`config.mk`:
```
export PLATFORM = sky130hd
export DESIGN_NAME = dly_update_ctrl
export DESIGN_NICKNAME = d
export VERILOG_FILES = /design/src/rtl/dly_update_ctrl.sv
export SDC_FILE = /design/constraint.sdc
export NUM_CORES = 1
export LEC_CHECK = 0
export ABC_AREA = 1
export BUFFER_PORTS_ARGS = -buffer_cell sky130_fd_sc_hd__buf_4
export CORE_MARGIN = 10
export CORE_UTILIZATION = 48
export DETAILED_ROUTE_END_ITERATION = 12
export PLACE_DENSITY = 0.69
export SYNTH_ARGS = -nofsm -noshare
export SYNTH_HDL_FRONTEND = slang
export SYNTH_SLANG_ARGS = --single-unit
```
`constraint.sdc`:
```
create_clock -name clk -period 11.9 [get_ports clk]
set_input_delay 1.19 -clock clk [delete_from_list [all_inputs] [get_ports clk]]
set_output_delay 1.19 -clock clk [all_outputs]
set_load 0.005 [all_outputs]
```
`src/rtl/dly_update_ctrl.sv`:
```
module dly_update_ctrl #(
  parameter int W         = 7,
  parameter int N_ELEM    = 4,
  parameter int CNT_W     = 3,
  parameter int UPD_PHASE = 7,
  parameter int INTRINSIC = 5
) (
  input  logic                  clk,
  input  logic                  rst,
  input  logic                  src_sel,
  input  logic [W-1:0]          gen_code,
  input  logic [W-1:0]          core_code,
  input  logic [W-1:0]          phase_off,
  input  logic                  use_off,
  input  logic [1:0]            elem_cnt,
  input  logic                  bypass,
  output logic                  upd_en,
  output logic [N_ELEM*W-1:0]   elem_set,
  output logic [N_ELEM-1:0]     elem_mask,
  output logic                  bypass_act,
  output logic [9:0]            total_dly
);
  localparam int        SEL_W = 2;
  localparam logic [W:0] CODE_MAX = (W+1)'((1 << W) - 1);

  logic [CNT_W-1:0] cnt;
  logic [W-1:0]     sel_gray, sel_bin;
  logic [W-1:0]     stg_code, stg_off;
  logic             stg_use, stg_byp;
  logic [SEL_W-1:0] stg_cnt;
  logic [W+1:0]     sum_raw;
  logic [W-1:0]     pin_set;

  assign upd_en   = (cnt == CNT_W'(UPD_PHASE));
  assign sel_gray = src_sel ? core_code : gen_code;

  always_comb begin
    sel_bin[W-1] = sel_gray[W-1];
    for (int i = W-2; i >= 0; i--)
      sel_bin[i] = sel_bin[i+1] ^ sel_gray[i];
  end

  always_ff @(posedge clk) begin
    if (rst) begin
      cnt      <= '0;
      stg_code <= '0;
      stg_off  <= '0;
      stg_use  <= 1'b0;
      stg_byp  <= 1'b0;
      stg_cnt  <= '0;
    end else begin
      cnt <= cnt + 1'b1;
      if (upd_en) begin
        stg_code <= sel_bin;
        stg_off  <= phase_off;
        stg_use  <= use_off;
        stg_byp  <= bypass;
        stg_cnt  <= elem_cnt;
      end
    end
  end

  assign sum_raw = {2'b00, stg_code} + {{2{stg_off[W-1]}}, stg_off};

  always_comb begin
    if (sum_raw[W+1])
      pin_set = '0;
    else if (sum_raw[W:0] > CODE_MAX)
      pin_set = CODE_MAX[W-1:0];
    else
      pin_set = sum_raw[W-1:0];
  end

  assign bypass_act = stg_byp;

  for (genvar i = 0; i < N_ELEM; i++) begin : g_elem
    logic act;
    assign act          = !stg_byp && (stg_cnt >= SEL_W'(i));
    assign elem_mask[i] = act;
    if (i == 0) begin : g_pin
      assign elem_set[i*W +: W] = !act ? '0 : (stg_use ? pin_set : stg_code);
    end else begin : g_far
      assign elem_set[i*W +: W] = act ? stg_code : '0;
    end
  end

  always_comb begin
    total_dly = '0;
    for (int i = 0; i < N_ELEM; i++)
      if (elem_mask[i])
        total_dly = total_dly + 10'(INTRINSIC) + 10'(elem_set[i*W +: W]);
  end
endmodule


```
==> summary.md <==
| Metric | Value |
|---|---|
| Status | complete, no violations |
| Crit start category | flip-flop |
| Adder-Cell Fraction of Synth Area | between 20% and 30% |
| Routed wire length | just under 9000 um |
| Pint | ~120 uW |
| Max-slew violation count | 0 |
| Clock share of power | 29.1% |
| FF+latch count, synth | 21 |
| Max-cap violations | 0 |
| Max VDD drop | 0.03742 mV |
| Remaining DRCs | 0 |
| H-tree lvl count | 1 |
| Worst Path Required | 10.71 ns |
| Yosys cell types | 41 |
| Antenna Cells | 0 |
| Postcts setup bufs | 0 |
| CTS Buf Count | 3 |
| Mux share of post-synthesis cell area | 1.206% |
| Gr usage total | between 10% and 20% |
| Initial Util | between 40% and 50% |
| Avg Cell Area, Syn | 6.433 um2 |
| CTS tree | yes |
| Detail Route Antenna Nets | 0 |
| Core footprint | 6756 um2 |
| DRT iter0 DRCs | 148 |
| GRT overflow | 0 |
| Fin crit share | 71.06% |
| Switch Pwr | around 48 uW |
| Post-Layout Cell Count | 656 |
| Largest family of logic cells by synthesized area | simple AND/OR/NAND/NOR gates |
| Crit path top cell by count | nand2_1 |
| Post-Synth XOR/XNOR Area | just under 6% |
| Critical path's largest stage delay | 0.47 ns |
| Die Wd | between 100 and 150 um |
| First-pass GRT wire length | 15010 um |
| Hold WC Path Type | reg2reg |
| Sequential fraction of design power | 44.1% |
| Wire per inst | 13.25 um |
| Share of cells above drive strength 1 | 20.14% |
| Vias | 3311 |
| Ys async rst share | 0% |
| Clk slew on worst S/H paths | 0.07 ns |
| Worst EP arrival | 7.27 ns |
| GPL Wtd Cong | approximately 0.86 |
| Slew Limit Headroom | between 40% and 50% |
| Peak Freq | 118.3 MHz |
| Synth warn | 0 |
| Placed cell count | around 650 |
| Slowest CP cell | fa_1 |
| Initial antenna violation count | 0 |
| Primary FF master, synth | dfxtp_1 |
| Layout area overhead | 17.68% |
| Vias in the first global route | roughly 3300 |
| Setup total negative slack | 0 ns |
| Die Span Y | ~100 um |
| Syn_nets | 601 |
| CTS sink count | 21 |
| # hold bufs at CTS | 0 |
| Clock Latency Late Sink | 0.26 ns |
| Final HPWL DP | 7383 um |
| Comb pwr share | around 27% |
| Initial DRT Pass Iterations | 4 |
| RSZ-0062 raised after global routing | false |
| CP Max Fanout | 5 |
| Power Total | 163.8 uW |
| Post-Layout Inst Area | approximately 3900 um2 |
| Seq/Total Area, Yosys | between 10% and 20% |
| Die ar. | around 11000 um2 |
| Post-synthesis simple-gate area fraction | between 30% and 40% |
| Slew of the pin with the lowest slew margin | 0.8150 ns |
| Root buffer cell | clkbuf_8 |
| Largest net degree at the start of global routing | 31 |
| Synth Area in Compound Gates | 12.48% |
| FP Rows | 30 |
| Final Hold Violating Endpoints | 0 |
| Post-cts resize count | 0 |
| Layout Nets | 662 |
| Power Density | 41.93 nW/um2 |
| Post-Syn Area | roughly 3300 um2 |
| Critical path endpoint category | output pin |
| Period minus WS final | roughly 8.5 ns |
| Setup Viol. Count Final | 0 |
| Reg2Reg Depth | 6 |
| I/O Buffers | 71 |
| Post-Synthesis Cells | 516 |
| EDFF count, synth | 0 |
| Switch share | 29.07% |
| Num ports | 72 |
| Cell Area, Placed | 3857 um2 |
| Max Clock Skew | 0.002063 ns |
| Leak | 2.260 nW |
| Setup Crit Path Kind | reg2out |
| CTS max path bufs | 2 |
| Drt via density | just over 5 |
| WHS Path Cells | 1 |
synthesized netlist by cell type (2+ instances only):
cell type | n | area share, %
clkbuf_1 | 5 | 0.57
nand2_1 | 120 | 14
xnor2_2 | 3 | 1.5
a21oi_2 | 4 | 1.1
o21bai_1 | 2 | 0.45
o21ai_1 | 5 | 0.75
buf_2 | 3 | 0.45
a31oi_1 | 2 | 0.38
fa_1 | 4 | 2.4
nand3b_1 | 5 | 1.1
xnor2_1 | 5 | 1.3
nand3_2 | 5 | 1.5
clkinv_1 | 2 | 0.23
inv_1 | 82 | 9.3
inv_2 | 7 | 0.79
nor2_2 | 3 | 0.57
buf_6 | 2 | 0.68
nand4_1 | 3 | 0.57
or2_2 | 3 | 0.57
xor2_1 | 12 | 3.2
o21ai_0 | 15 | 2.3
ha_1 | 53 | 20
a21oi_1 | 30 | 4.5
o21ai_2 | 2 | 0.53
nand2_2 | 10 | 1.9
buf_4 | 4 | 0.90
nand3_1 | 32 | 4.8
nor2_1 | 47 | 5.3
dfxtp_1 | 21 | 13
a211oi_1 | 6 | 1.4
mux2i_1 | 4 | 1.2
and2_1 | 6 | 1.1
metal layers:
layer	vias to the layer above	part of all wire (%)	global-route usage [%]
met2	76	44	27.60
met4	0	1.1	3.422
li1	1764	-	-
met3	8	6.8	3.753
met5	-	0	0
met1	1463	48	23.39
critical path: cells and delay by family, from the launching register on:
kind	cells	cell delay, ns
adders and majority gates	8	2.74
DFF	1	0.39
AOI/OAI and AO/OA	4	0.67
and+or+nand+nor	23	2.44
xor gates and xnor gates	2	0.33
buffers and inverters	4	0.42
final cells by class:
class | instances | area (um2)
Inverter | 91 | 341.6
Timing Repair Buffer | 71 | 533.0
Sequential cell | 21 | 420.4
Fill cell | 692 | 2850
Tap cell | 80 | 100.1
Multi-Input combinational cell | 389 | 2462
Clock buffer | 3 | 41.29
Clock inverter | 1 | 7.507
power groups by stage:
stage | registers, mW | logic (mW) | clock network, mW
final | 0.0722 | 0.0439 | 0.0477
after global routing | 0.0723 | 0.0502 | 0.0518
after CTS | 0.0722 | 0.0443 | 0.0494
after detailed placement | 0.0739 | 0.0441 | 0
after global placement | 0.0738 | 0.0429 | 0
after floorplan | 0.0736 | 0.0301 | 0
flip-flops by register name, indices dropped and copies added (netlist names):
register    flops
stg_code        7
stg_off         7
cnt             3
bypass_act      1
stg_cnt         2
stg_use         1
placed cells by master, fill, tap and decap left out, drive strengths merged:
cell type,count
nor2,51
a21o,1
a21boi,1
mux2i,4
a31oi,2
buf,71
inv,89
fa,4
clkbuf,3
a21oi,34
clkinvlp,1
nand3b,5
o21bai,2
dfxtp,21
or2,4
ha,53
xnor2,8
nand4,3
o21ai,23
o31ai,1
and2,6
nand3,37
clkinv,2
nor3,1
a211oi,6
xor2,12
nand2,131
logic make-up after synthesis:
family,count (synthesis)
AND/OR/NAND/NOR,238
buffers and inverters,106
AO/OA/AOI/OAI,70
XOR/XNOR,20
adder cells (fa/ha/maj),57
multiplexers,4
flip-flops,21
path summary, 6_finish.rpt:
| kind | endpoint | from | slack [ns] |
|---|---|---|---|
| worst max-delay path | total_dly[9] | stg_code[1] | 3.44 |
| worst min-delay path | cnt[0] | cnt[0] | 0.42 |
| worst max register to register | stg_code[2] | cnt[0] | 10.06 |
| worst min register to register | cnt[0] | cnt[0] | 0.42 |
stage by stage:
| stage | hold slack (ns) | util, % | setup slack [ns] |
|---|---|---|---|
| 2_1_floorplan | 0.3992 | - | 4.465 |
| 3_3_place_gp | 0.4081 | 57.09 | 3.914 |
| 3_5_place_dp | 0.4123 | 57.09 | 3.784 |
| 4_1_cts | 0.4243 | 57.81 | 3.464 |
| 5_1_grt | 0.4397 | 57.81 | 2.801 |
| 6_report | 0.4230 | 57.81 | 3.444 |
(Power assumes the default switching activity.)
